<file path="src/rtl/icap_pkg.sv">
`timescale 1ns/1ps
package icap_pkg;
  localparam int DATA_W   = 64;
  localparam int FLAG_N   = 9;
  localparam int CODE_W   = 16;
  localparam int VEC_W    = 8;
  localparam int EI_W     = 2;

  // bits software may set in the cause word: code, vector, flags, ei, ed
  function automatic logic [DATA_W-1:0] cause_wr_mask();
    return {20'h0, 12'hFFF, 8'h00, 24'hFF_FFFF};
  endfunction

  function automatic logic [DATA_W-1:0] pack_cause(
      input logic [FLAG_N-1:0] flags,
      input logic [EI_W-1:0]   ei,
      input logic              ed,
      input logic [VEC_W-1:0]  vec,
      input logic [CODE_W-1:0] code);
    return {20'h0, ed, ei, flags, 8'h00, vec, code};
  endfunction
endpackage

</file>
<file path="src/rtl/icap_access_decode.sv">
`timescale 1ns/1ps
module icap_access_decode #(
  parameter int IDX_W = 7,
  parameter int BASE  = 16,
  parameter int NREG  = 12,
  localparam int OFF_W = $clog2(NREG)
) (
  input  logic             acc_valid,
  input  logic [IDX_W-1:0] acc_idx,
  input  logic             ce,
  output logic             hit_ok,
  output logic             hit_deny,
  output logic [OFF_W-1:0] offset
);
  logic [IDX_W-1:0] diff;
  logic             in_bank;

  always_comb begin
    diff     = acc_idx - IDX_W'(BASE);
    in_bank  = (acc_idx >= IDX_W'(BASE)) && (diff < IDX_W'(NREG));
    offset   = diff[OFF_W-1:0];
    hit_ok   = acc_valid && in_bank && !ce;
    hit_deny = acc_valid && in_bank && ce;
  end
endmodule

</file>
<file path="src/rtl/icap_status_ctl.sv">
`timescale 1ns/1ps
module icap_status_ctl #(
  parameter int DATA_W = 64,
  parameter int CE_BIT = 13
) (
  input  logic              clk,
  input  logic              rst,
  input  logic              ev_valid,
  input  logic              rfi,
  input  logic              st_we,
  input  logic [DATA_W-1:0] st_wdata,
  input  logic              sv_we,
  input  logic [DATA_W-1:0] sv_wdata,
  output logic [DATA_W-1:0] status_q,
  output logic [DATA_W-1:0] saved_q,
  output logic              valid_q,
  output logic              ce
);
  localparam logic [DATA_W-1:0] CE_MASK = DATA_W'(1) << CE_BIT;

  assign ce = status_q[CE_BIT];

  always_ff @(posedge clk) begin
    if (rst) begin
      status_q <= '0;
      saved_q  <= '0;
      valid_q  <= 1'b0;
    end else if (ev_valid && ce) begin
      saved_q  <= status_q;
      status_q <= status_q & ~CE_MASK;
      valid_q  <= 1'b1;
    end else begin
      if (sv_we) saved_q <= sv_wdata;
      if (!ev_valid) begin
        if (rfi) begin
          status_q <= saved_q;
        end else if (st_we) begin
          status_q <= st_wdata;
          valid_q  <= 1'b0;
        end
      end
    end
  end

  a_r3_capture: assert property (@(posedge clk) disable iff (rst)
    ev_valid && ce |=> saved_q == $past(status_q) && !ce && valid_q);
  a_r4_hold: assert property (@(posedge clk) disable iff (rst)
    ev_valid && !ce && !sv_we |=> $stable(saved_q) && $stable(valid_q) && $stable(status_q));
  a_r8_restore: assert property (@(posedge clk) disable iff (rst)
    rfi && !ev_valid |=> status_q == $past(saved_q));
  a_r9_swclear: assert property (@(posedge clk) disable iff (rst)
    st_we && !rfi && !ev_valid |=> !valid_q);
endmodule

</file>
<file path="src/rtl/icap_cause_reg.sv">
`timescale 1ns/1ps
module icap_cause_reg
  import icap_pkg::*;
(
  input  logic              clk,
  input  logic              rst,
  input  logic              ev_valid,
  input  logic              ev_nested,
  input  logic [DATA_W-1:0] ev_word,
  input  logic              sw_we,
  input  logic [DATA_W-1:0] sw_wdata,
  output logic [DATA_W-1:0] cause_q
);
  always_ff @(posedge clk) begin
    if (rst) begin
      cause_q <= '0;
    end else if (ev_valid) begin
      if (!ev_nested) cause_q <= ev_word & cause_wr_mask();
    end else if (sw_we) begin
      cause_q <= sw_wdata & cause_wr_mask();
    end
  end

  a_r7_reserved_zero: assert property (@(posedge clk) disable iff (rst)
    sw_we && !ev_valid |=> cause_q[31:24] == 8'h0 && cause_q[63:44] == 20'h0);
  a_r5_nested_keeps: assert property (@(posedge clk) disable iff (rst)
    ev_valid && ev_nested |=> $stable(cause_q));
endmodule

</file>
<file path="src/rtl/intr_state_bank.sv">
`timescale 1ns/1ps
module intr_state_bank
  import icap_pkg::*;
#(
  parameter int IDX_W  = 7,
  parameter int BASE   = 16,
  parameter int NREG   = 12,
  parameter int CE_BIT = 13
) (
  input  logic              clk,
  input  logic              rst,
  input  logic              status_wr_en,
  input  logic [63:0]       status_wr_data,
  output logic [63:0]       status_word,
  input  logic              ev_valid,
  input  logic [8:0]        ev_flags,
  input  logic [1:0]        ev_ei,
  input  logic              ev_ed,
  input  logic [7:0]        ev_vector,
  input  logic [15:0]       ev_code,
  input  logic              ev_nested_dtlb,
  input  logic              rfi,
  input  logic              acc_valid,
  input  logic              acc_write,
  input  logic [IDX_W-1:0]  acc_idx,
  input  logic [63:0]       acc_wdata,
  output logic              rsp_valid,
  output logic [63:0]       rsp_rdata,
  output logic              fault,
  output logic [63:0]       saved_status,
  output logic              bank_valid
);
  localparam int OFF_W = $clog2(NREG);
  localparam int GEN_N = NREG - 2;   // plain storage after saved status and cause

  logic             hit_ok, hit_deny, ce;
  logic [OFF_W-1:0] offset;
  logic [DATA_W-1:0] cause_q;
  logic [DATA_W-1:0] bank_rd [NREG];
  logic [DATA_W-1:0] rd_mux;
  logic              wr_ok;

  assign wr_ok = hit_ok && acc_write;

  icap_access_decode #(.IDX_W(IDX_W), .BASE(BASE), .NREG(NREG)) u_dec (
    .acc_valid (acc_valid),
    .acc_idx   (acc_idx),
    .ce        (ce),
    .hit_ok    (hit_ok),
    .hit_deny  (hit_deny),
    .offset    (offset)
  );

  icap_status_ctl #(.DATA_W(DATA_W), .CE_BIT(CE_BIT)) u_st (
    .clk      (clk),
    .rst      (rst),
    .ev_valid (ev_valid),
    .rfi      (rfi),
    .st_we    (status_wr_en),
    .st_wdata (status_wr_data),
    .sv_we    (wr_ok && offset == OFF_W'(0)),
    .sv_wdata (acc_wdata),
    .status_q (status_word),
    .saved_q  (saved_status),
    .valid_q  (bank_valid),
    .ce       (ce)
  );

  icap_cause_reg u_cause (
    .clk       (clk),
    .rst       (rst),
    .ev_valid  (ev_valid),
    .ev_nested (ev_nested_dtlb),
    .ev_word   (pack_cause(ev_flags, ev_ei, ev_ed, ev_vector, ev_code)),
    .sw_we     (wr_ok && offset == OFF_W'(1)),
    .sw_wdata  (acc_wdata),
    .cause_q   (cause_q)
  );

  assign bank_rd[0] = saved_status;
  assign bank_rd[1] = cause_q;

  for (genvar g = 0; g < GEN_N; g++) begin : g_store
    logic [DATA_W-1:0] q;
    always_ff @(posedge clk) begin
      if (rst) q <= '0;
      else if (wr_ok && offset == OFF_W'(g + 2)) q <= acc_wdata;
    end
    assign bank_rd[g + 2] = q;
  end

  always_comb begin
    rd_mux = '0;
    for (int i = 0; i < NREG; i++)
      if (offset == OFF_W'(i)) rd_mux = bank_rd[i];
  end

  always_ff @(posedge clk) begin
    if (rst) begin
      rsp_valid <= 1'b0;
      rsp_rdata <= '0;
      fault     <= 1'b0;
    end else begin
      rsp_valid <= hit_ok;
      fault     <= hit_deny;
      if (hit_ok && !acc_write) rsp_rdata <= rd_mux;
    end
  end

  a_r2_fault_blocks: assert property (@(posedge clk) disable iff (rst)
    hit_deny |=> fault && !rsp_valid);
  a_r10_outside_silent: assert property (@(posedge clk) disable iff (rst)
    acc_valid && !hit_ok && !hit_deny |=> !rsp_valid && !fault);
  a_r6_layout: assert property (@(posedge clk) disable iff (rst)
    ev_valid && !ev_nested_dtlb |=> cause_q[15:0] == $past(ev_code)
      && cause_q[23:16] == $past(ev_vector) && cause_q[40:32] == $past(ev_flags));
  a_r11_event_first: assert property (@(posedge clk) disable iff (rst)
    ev_valid && ce && (rfi || status_wr_en) |=> !ce && bank_valid);
endmodule

</file>
<file path="config.mk">
export PLATFORM = sky130hd
export DESIGN_NAME = intr_state_bank
export DESIGN_NICKNAME = d
export VERILOG_FILES = /design/src/rtl/icap_pkg.sv /design/src/rtl/icap_access_decode.sv /design/src/rtl/icap_status_ctl.sv /design/src/rtl/icap_cause_reg.sv /design/src/rtl/intr_state_bank.sv
export SDC_FILE = /design/constraint.sdc
export NUM_CORES = 2
export LEC_CHECK = 0
export CAP_MARGIN = 20
export CORE_ASPECT_RATIO = 1.1
export CORE_MARGIN = 2
export CORE_UTILIZATION = 50
export CTS_CLUSTER_DIAMETER = 50
export CTS_CLUSTER_SIZE = 30
export DETAILED_ROUTE_END_ITERATION = 6
export PLACE_DENSITY = 0.75
export SLEW_MARGIN = 10
export SYNTH_ARGS = -nofsm -noshare
export SYNTH_HDL_FRONTEND = slang
export SYNTH_SLANG_ARGS = --single-unit
</file>
<file path="constraint.sdc">
create_clock -name clk -period 5.4 [get_ports clk]
set_clock_uncertainty 0.05 [all_clocks]
set_input_delay 0.81 -clock clk [delete_from_list [all_inputs] [get_ports clk]]
set_output_delay 0.81 -clock clk [all_outputs]
set_load 0.005 [all_outputs]
</file>
**Word level (Yosys, flattened, before mapping)**

Index checks and enable logic that the tools add are counted.

- Add/sub/neg operators: 1
- $lt $le $gt $ge: 2
- Equality and inequality tests: 14
- Multiplexer cells: 23
- Bitwise logic cells: 2
- Reductions and logical operators: 31

Operators with widths:

| operator | count |
|---|---|
| $mux 64 | 19 |
| $logic_and 1x1->1 | 19 |
| $eq 4x3->1 const B | 4 |
| $eq 4x4->1 const B | 4 |
| $eq 4x2->1 const B | 2 |
| $reduce_bool 2->1 | 4 |
| $ge 7x5->1 const B | 1 |
| $lt 7x4->1 const B | 1 |
| $sub 7x5->7 const B | 1 |
| $reduce_and 3->1 | 2 |
| $eq 4x1->1 const B | 1 |
| $logic_not 4->1 | 1 |
| $mux 1 | 4 |
| $ne 2x1->1 const B | 2 |
| $reduce_and 2->1 | 2 |
| $logic_not 1->1 | 2 |
| $ne 2x2->1 const B | 1 |
| $not 1->1 | 2 |
| $reduce_or 2->1 | 1 |

- Bits in registers: 899
- Input bits: 179
- Output and inout port bits: 195
- Word-level logic and storage cells: 91

**Longest topological paths before layout**

- Depth after elaboration: 14
- Depth in mapped cells: 10
- Mapped depth without buffers: 7

**Hierarchy**

A second synthesis with hierarchy kept.

- Cell total of the unflattened synthesis: 4,924
- Area, all modules: 41,299.6 µm²

By module, submodules not included:

| module | instances | cells an instance | area each (µm²) | seq. area each (µm²) |
|---|---|---|---|---|
| intr_state_bank | 1 | 4,126 | 32,337.3 | 14,133.6 |
| icap_status_ctl | 1 | 590 | 6,824.0 | 2,582.5 |
| icap_cause_reg | 1 | 196 | 2,045.7 | 720.7 |
| icap_access_decode | 1 | 12 | 92.6 | 0.0 |

**Least setup slack after synthesis**

No wires, ideal clock.

- Path type: input port to flip-flop
- Start point: input acc_idx[4]
- End point: register g_store[2].q[10]
- Library setup time: 0.070 ns
- Arrival time: 2.444 ns
- Data required time: 5.280 ns
- Setup slack: 2.836 ns
- Cell stages on the path: 9
- Path buffers: 2
- Cell sequence: inv_1 -> ha_1 -> and3_1 -> nand4_2 -> buf_4 -> nor3_4 -> buf_2 -> nand2_1 -> a21oi_1

- Cells in the longest elaborated chain, start to end: 7
- Elaborated cells between the ends (all ways): 8
- Classes of those cells: add/sub (1); order compare (2); reduce/logical (5)

RTL lines:

| item | RTL line | source |
|---|---|---|
| start: declaration | intr_state_bank.sv:25 | `input logic [IDX_W-1:0] acc_idx,` |
| $sub 7x5->7 | icap_access_decode.sv:19 | `diff = acc_idx - IDX_W'(BASE);` |
| $lt 7x4->1 | icap_access_decode.sv:20 | `in_bank = (acc_idx >= IDX_W'(BASE)) && (diff < IDX_W'(NREG));` |
| $logic_and 1x1->1 (*) | icap_access_decode.sv:20 |  |
| $logic_and 1x1->1 (*) (2 in a row) | icap_access_decode.sv:22 | `hit_ok = acc_valid && in_bank && !ce;` |
| $logic_and 1x1->1 (*) | intr_state_bank.sv:43 | `assign wr_ok = hit_ok && acc_write;` |
| $logic_and 1x1->1 (*) | intr_state_bank.sv:87 | `else if (wr_ok && offset == OFF_W'(g + 2)) q <= acc_wdata;` |
| end signal: assignment | intr_state_bank.sv:87 |  |
| end: declaration | intr_state_bank.sv:84 | `logic [DATA_W-1:0] q;` |

Every way passes the cells marked *; elsewhere a longest branch is shown, timed or not.
A chain may end at the register's enable or synchronous reset.

**Final worst setup path**

- Start point: input acc_idx[4]
- End point: register g_store[0].q[59]

- Cells in the longest elaborated chain, start to end: 7
- Elaborated cells between the ends (all ways): 8
- Classes of those cells: add/sub (1); order compare (2); reduce/logical (5)

RTL lines:

| item | RTL line |
|---|---|
| $sub 7x5->7 | icap_access_decode.sv:19 |
| $lt 7x4->1 | icap_access_decode.sv:20 |
| $logic_and 1x1->1 (*) | icap_access_decode.sv:20 |
| $logic_and 1x1->1 (*) (2 in a row) | icap_access_decode.sv:22 |
| $logic_and 1x1->1 (*) | intr_state_bank.sv:43 |
| $logic_and 1x1->1 (*) | intr_state_bank.sv:87 |
| end signal: assignment | intr_state_bank.sv:87 |
| end: declaration | intr_state_bank.sv:84 |

Marks and branches as above.

==> run summary <==
H-tree Lvls -> 3
Post-Synthesis Cells -> 4790
Core region area -> 75700 µm²
Nets@finish -> 5026
Post_cts resized -> 0
Synthesis Warnings -> 0
Path category of the worst min-delay check -> flip-flop to flip-flop
Clk_lat worst skew -> 0.66 ns
Routed Antenna Nets -> 0
Placed Cells incl. Taps -> 5792
DRT Wirelength -> 133000 µm
Post-synthesis net count -> 4970
IO buf count -> 373
RSZ-0062 raised after global routing -> false
Part of the cycle the worst path needs -> 67.2%
Crit Path Max Fanout -> 40
DP HPWL -> 85800 µm
Startpoint Class -> primary input
Tot GR Track Use -> 33.1%
Ratio of cells with drive above 1 in the final layout -> 7.11%
Clock Pin Slew Worst Setup and Hold Paths -> 0.07 ns
Die width -> 267 µm
Ordered list of cells on the worst path -> clkdlybuf4s50_1 > inv_1 > ha_1 > and3_1 > and4_1 > nand3_2 > buf_4 > nand2_1 > a21oi_1
Cell Rows -> 106
Largest net degree at the start of global routing -> 197
CTS root buf -> clkbuf_16
Sequential share of the synthesized area -> 45.8%
Synth Cell Area -> 38100 µm²
TritonCTS clock tree -> yes
Die height -> 294 µm
Die Area -> 78400 µm²
CP Data Required Time -> 5.84 ns
Yosys top cell by area -> dfxtp_1
DR vias -> 35920
Syn_area_per_cell -> 7.95 µm²
Postcts setup bufs -> 0
Worst setup path category -> primary input to flip-flop
Max Cap Viol -> 0
Leak -> 14.7 nW
Vias per std cell -> 6.05
Top_reg_cell synth -> dfxtp_1
# hold bufs at CTS -> 0
I/O pin count -> 374
Global route overflow -> 0
Post-synth top area share -> 45.8%
Fin. Hold Viols -> 0
Max Clk Rate -> 276 MHz
Number of global-route vias before repair -> 33380
Drt drc -> 0
TritonCTS buffer count -> 78
Power Dens Cells -> 304 nW/µm²
GP Congestion -> 0.873
Pre-CTS setup slack -> 1.20 ns
Max stage delay cell, worst path -> and4_1
First-pass GRT wire length -> 201000 µm
Syn-to-layout area delta -> 17.0%
Setup Total Neg Slack -> 0 ns
Synth cell types -> 74
Initial core utilization -> 50.3%
Fin worst setup slack -> 1.77 ns
CTS Buffer Depth -> 3
Routed length per instance -> 22.4 µm
Fraction of registers with async set/reset -> 0%
Final Non-Filler Cells -> 5937
DR pass1 iterations -> 7
Clock sink total -> 871
Final core utilization -> 58.9%
Diode count -> 0
Crit path DAT -> 4.07 ns
Least-Margin Pin Slew -> 1.14 ns
Run status -> complete, no violations
Slew margin rel. -> 23.8%
Synth Register Bits -> 871
Peak supply drop -> 0.000279 V
EDFF count, synth -> 0
Min cycle time layout -> 3.63 ns
Setup Viol. Count Final -> 0
Worst hold slack -> 0.401 ns
Antenna violations before repair -> 2
CP endpoint kind -> flip-flop
Slew Limit Fails -> 0
CP max stage delay -> 0.79 ns
Iteration-0 DRC Markers -> 3808
Synth top area cells -> dfxtp_1 46%, nand2_1 14%, a21oi_1 10%
[critical path, delay by kind of cell]
family,cells,cell delay [ns]
AO/OA/AOI/OAI,1,0.07
buffers and inverters,3,1.03
AND/OR/NAND/NOR,4,1.87
adder cells (fa/ha/maj),1,0.26
[synth_stat cells, types with 7 or more instances]
library cell,count
a211oi_2,7
nor3_1,15
o2bb2ai_1,17
o21a_1,9
nor2_1,206
o211ai_1,18
a222oi_1,9
o31ai_1,11
a221o_1,11
a2bb2oi_1,15
mux2_2,38
a221oi_1,20
nand3b_1,15
nor3_4,7
a22o_1,21
a21oi_1,771
nand2_1,1456
o22a_1,19
mux4_2,33
clkbuf_1,265
a22oi_1,125
or3_1,13
nor4_1,14
o22ai_1,53
buf_2,165
buf_4,24
o21ai_0,119
mux2i_1,160
a211oi_1,99
inv_1,14
nand2b_1,14
nor2b_1,25
dfxtp_1,871
a31oi_1,7
nor2_2,8
o221ai_1,30
buf_1,17
nand4b_1,7
[logic make-up after synthesis]
group | Yosys count | share of synthesized area [%]
compound gates | 1389 | 22.0
xor+xnor | 1 | 0.0427
fa+ha+maj | 1 | 0.0328
buf+inv | 486 | 5.59
flops | 871 | 45.8
mux | 231 | 7.28
simple gates | 1811 | 19.2
[through the flow]
step / power [mW] / area (µm²)
floorplan: 7.24 / 38100
global placement: 7.72 / 41800
detailed placement: 7.72 / 41800
CTS: 13.6 / 44600
global route: 13.9 / 44600
finish: 13.5 / 44600
[cell usage in the layout (no fill, tap or decap), types with 11 or more instances in the layout]
| master | instances |
|---|---|
| nand3b_1 | 15 |
| inv_1 | 14 |
| dfxtp_1 | 871 |
| a211oi_1 | 99 |
| nor2b_1 | 24 |
| mux2i_1 | 160 |
| a221o_1 | 11 |
| mux2_2 | 38 |
| buf_12 | 13 |
| or3_1 | 13 |
| nor2_1 | 205 |
| o31ai_1 | 11 |
| nor3_1 | 14 |
| clkdlybuf4s50_1 | 367 |
| buf_4 | 63 |
| o211ai_1 | 18 |
| a221oi_1 | 20 |
| o21ai_0 | 119 |
| o2bb2ai_1 | 17 |
| clkbuf_16 | 81 |
| o22ai_1 | 53 |
| nand2b_1 | 12 |
| nor4_1 | 14 |
| nand2_1 | 1449 |
| a21oi_1 | 771 |
| inv_6 | 18 |
| a22oi_1 | 125 |
| o221ai_1 | 30 |
| o22a_1 | 19 |
| a2bb2oi_1 | 15 |
| a22o_1 | 21 |
| mux4_2 | 33 |
[routing by layer]
metal / vias to the layer above / track usage, % / part of all wire, %
met4: 4 / 23.8 / 8.3
met1: 17113 / 39.5 / 37
met5: - / 0 / 0.024
met3: 484 / 4.32 / 6.7
met2: 1716 / 54.9 / 48
li1: 16603 / - / -
[report_power, final]
group          leakage (nW)  internal, mW  switching [mW]
clock network          1.32          3.14            2.81
registers              7.03          6.48          0.0499
logic                  6.32         0.386           0.680
total                  14.7          10.0            3.54
[registers in the layout, indices dropped and copies added (netlist names)]
name	cells
fault	1
g_store.q	640
rsp_rdata	64
rsp_valid	1
u_cause.cause_q	36
u_st.saved_q	64
u_st.status_q	64
u_st.valid_q	1
[cell type report]
class                           instances  area [µm²]
Clock buffer                           90        2120
Clock inverter                         55         603
Fill cell                            6754       31200
Inverter                               14        52.6
Multi-Input combinational cell       3433       18600
Sequential cell                       871       17400
Tap cell                             1026        1280
Timing Repair Buffer                  448        4460
[final timing paths]
check / slack, ns / startpoint / end / cells after the start
min reg2reg: 0.40 / g_store[2].q[19] / g_store[2].q[19] / 2
min: 0.40 / g_store[2].q[19] / g_store[2].q[19] / 2
max: 1.77 / acc_idx[4] / g_store[0].q[59] / 9
max reg2reg: 2.42 / u_st.status_q[13] / g_store[0].q[59] / 6
Power figures use the tool's default switching activity.
